===== config.mk =====
export PLATFORM = sky130hd
export DESIGN_NAME = dmc_decoder
export DESIGN_NICKNAME = d
export VERILOG_FILES = /design/src/rtl/dmc_decoder.sv
export SDC_FILE = /design/constraint.sdc
export NUM_CORES = 1
export LEC_CHECK = 0
export CAP_MARGIN = 20
export CORE_UTILIZATION = 25
export DETAILED_ROUTE_END_ITERATION = 8
export DONT_BUFFER_PORTS = 1
export PLACE_DENSITY_LB_ADDON = 0.05
export SETUP_SLACK_MARGIN = 0.1
export SLEW_MARGIN = 10
export SYNTH_ARGS = -nofsm -noshare
export SYNTH_HDL_FRONTEND = slang
export SYNTH_SLANG_ARGS = --single-unit

===== constraint.sdc =====
create_clock -name vclk -period 4.8
set_clock_uncertainty 0.05 [all_clocks]
set_input_delay 0.96 -clock vclk [all_inputs]
set_output_delay 0.96 -clock vclk [all_outputs]
set_load 0.03 [all_outputs]

===== src/rtl/dmc_decoder.sv =====
module dmc_decoder #(
  parameter int SYM_W = 4
) (
  input  logic [31:0] rx_data,
  input  logic [19:0] rx_hchk,
  input  logic [15:0] rx_vchk,
  output logic [31:0] corrected_data,
  output logic        error_detected,
  output logic        uncorrectable
);
  localparam int HW    = SYM_W + 1;
  localparam int ROW_W = 4 * SYM_W;

  logic [3:0][HW-1:0] hsyn;
  logic [3:0]         hflag;
  logic [ROW_W-1:0]   vsyn;
  logic [1:0]         vflag;
  logic [1:0]         clash;
  logic [1:0]         orphan;
  logic [31:0]        fix_mask;

  for (genvar p = 0; p < 4; p++) begin : g_pair
    localparam int R = p / 2;
    localparam int G = p % 2;
    logic [HW-1:0] sum;
    assign sum      = {1'b0, rx_data[(4*R+G)*SYM_W +: SYM_W]}
                    + {1'b0, rx_data[(4*R+G+2)*SYM_W +: SYM_W]};
    assign hsyn[p]  = sum - rx_hchk[p*HW +: HW];
    assign hflag[p] = |hsyn[p];
  end

  assign vsyn = rx_data[ROW_W-1:0] ^ rx_data[2*ROW_W-1:ROW_W] ^ rx_vchk;

  for (genvar g = 0; g < 2; g++) begin : g_group
    assign vflag[g]  = |vsyn[g*SYM_W +: SYM_W] | |vsyn[(g+2)*SYM_W +: SYM_W];
    assign clash[g]  = hflag[g] & hflag[g+2];
    assign orphan[g] = ~hflag[g] & ~hflag[g+2] & vflag[g];
  end

  assign uncorrectable  = |clash | |orphan;
  assign error_detected = |hflag;

  for (genvar s = 0; s < 8; s++) begin : g_sym
    localparam int R = s / 4;
    localparam int C = s % 4;
    localparam int P = 2 * R + (C % 2);
    assign fix_mask[s*SYM_W +: SYM_W] =
      (hflag[P] && !uncorrectable) ? vsyn[C*SYM_W +: SYM_W] : '0;
  end

  assign corrected_data = rx_data ^ fix_mask;

  always_comb begin
    if (!error_detected && !uncorrectable)
      assert_clean_pass_R2: assert (corrected_data == rx_data);
    if (uncorrectable)
      assert_hold_on_fail_R8: assert (corrected_data == rx_data);
    if (!uncorrectable)
      assert_vparity_restored_R1: assert ((corrected_data[15:0] ^ corrected_data[31:16]) == rx_vchk);
    assert_one_row_per_column_R7: assert (((corrected_data[15:0] ^ rx_data[15:0]) &
                                           (corrected_data[31:16] ^ rx_data[31:16])) == '0);
  end
endmodule


==> impl_metrics.toml <==
[status]
outcome = "finished, final reports clean"

[synthesis]
synth_area_leader_cell = "fa_1"
avgSynthCellArea_um2 = 8.72
yosysWarnings = 0
yosysMostFrequentCell = "inv_1"
synth-compound-area-share = 0.124
synth_top_area_frac = 0.158
synth_fp_nets = 336
syn_inst = 232
syn-cell-area_um2 = 2020
synth-simple-area-share = 0.0699
synth.distinct_cells = 32
synth_top_family_by_area = "adder cells"
synthMuxAreaShare = 0.168
synthAdderAreaFrac = 0.282
yosysSeqAreaShare = 0
ys_top_cells_by_area = "fa_1 (16%), xor2_1 (14%), xnor2_1 (13%)"
ys_top_cells_by_count = "inv_1 (48), xor2_1 (32), xnor2_1 (29), ha_1 (20)"
yosys.area_share.xor_xnor = 0.264

[floorplan]
core_um2 = 7770
die_y_um = 92.0
die_w_um = 92.0
ioPinCount = 102
start_util = 0.260
dieArea_um2 = 8460
rows = 32

[grt]
track_usage = 0.129
grt_max_degree = 9
grt_pass1_wl_um = 8780
grt_pass1_vias = 1654
antenna_found_initial = 0
globalRoute.totalOverflow = 0

[detailed_routing]
wl_per_cell_um = 15.7
first_pass_iters = 2
vias_per_cell = 4.58
num_vias = 1621
drc = 0
wl_um = 5550
antenna_left = 0
drt-initial-drc-count = 34

[pwr]
p_switching_uw = 236
power_frac_comb = 1.000
irDropWorstVdd_uv = 49.1
finalPower_uw = 420
p_seq_frac = 0
p_sw_frac = 0.561
p_int_uw = 184
power_leakage_uw = 0.00120
p_per_area_nw_per_um2 = 152
p_clk_frac = 0

[layout]
regArea_um2 = 0
antenna_cells = 0
drive_above_1_share = 0.357
n_clock_buffer = 0
layout-area-overhead-vs-synth_pct = 36.8
design.seq.count = 0
fin_nets = 358
fin_area_um2 = 2770

[hold_path]
min-delay-start = "rx_data[30]"
worstHoldEndpoint = "corrected_data[30]"
hp-class = "input port to primary output"
min_delay_path_depth = 2

[critical_path]
worstSetupStartpointType = "input port"
critical_path_class = "input port to primary output"
crit_fanout = 8
arrival_ns = 3.67
cp_data_required_time_ns = 3.79
worstSetupEndpointType = "primary output"

[sta]
finalSetupViolCount = 0
period_share = 0.975
grt_setup_unrepaired = "true"
hold_slack_ns = 2.03
slew_headroom = 0.720
period_minus_slack_ns = 4.68
hold_viol = 0
finalSetupTns_ns = 0
worst_slew_pin_slew_ns = 0.416
setup_ws_ns = 0.119
maxSlewViolCount = 0
clock.fmax_ghz = 0.214

[place]
port_buffers = 0
placed_cell_area_um2 = 2580
place_hpwl_um = 4970
place_ws_ns = -0.0734
place_congestion = 0.708

[flow_run]
drv_cap = 0

[clock_network]
hold_buffers = 0
[worst max path at each step]
stage	start	end
6_report	rx_hchk[17]	corrected_data[18]
5_1_grt	rx_hchk[17]	corrected_data[10]
4_1_cts	rx_data[29]	corrected_data[16]
3_5_place_dp	rx_data[1]	corrected_data[31]
3_3_place_gp	rx_data[1]	corrected_data[21]
2_1_floorplan	rx_hchk[17]	corrected_data[12]
[placed cells by master (no fill, tap or decap), types with 4 or more instances in the layout]
master   Yosys  final
a21o_1       5      5
a21oi_1     11      8
buf_12       0      4
buf_4        0     16
fa_1        16     12
fa_2         0      4
ha_1        20     19
inv_1       48     43
inv_2        0      4
mux2_4       0     15
mux2i_2      0      4
mux2i_4      0     12
nand3_1      6      4
xnor2_1     29     26
xor2_1      32     31
[stage by stage]
step                std cells  utilization
CTS                       353        0.338
detailed placement        351        0.332
finish                    354        0.356
global placement          351        0.332
floorplan                 232            -
global route              354        0.356
[worst max-delay path: stages]
cell and delay [ns]:
fa_1 0.54, inv_2 0.05, ha_4 0.28, nand3_2 0.09
a21o_1 0.22, a2111oi_4 0.38, buf_4 0.20, nand4bb_4 0.15
o211ai_4 0.21, buf_12 0.18, mux2i_4 0.24, buf_6 0.16
[cell families after synthesis]
kind of cell,Yosys count
and+or+nand+nor,21
muxes,32
adders and majority gates,36
AOI/OAI and AO/OA,33
buffers and inverters,49
xor gates and xnor gates,61
[final cells by class]
| cell class | instances | area, um2 |
|---|---|---|
| fillers | 830 | 5000 |
| inverters | 48 | 183 |
| multi-input cells | 183 | 2250 |
| repair buffers | 21 | 211 |
| well taps | 102 | 128 |
[power groups by stage]
stage	combinational (uW)	clock, uW	sequential [uW]
finish	420	0	0
global route	464	0	0
CTS	382	0	0
detailed placement	368	0	0
global placement	370	0	0
floorplan	298	0	0
[per-layer routing]
layer / wire length, um / GRT usage
met5: 0 / 0
met4: 0 / 0
met3: 210 / 0.0124
met2: 2510 / 0.198
met1: 2830 / 0.205
[what timing repair did]
item / CTS / global route
pin swaps: 8 / 14
cloned: 0 / 0
endpoints found under the setup margin: 32 / 34
gates resized for setup: 9 / 27
setup buffers: 2 / 1
Note: power is estimated with default switching activity, not from simulation.
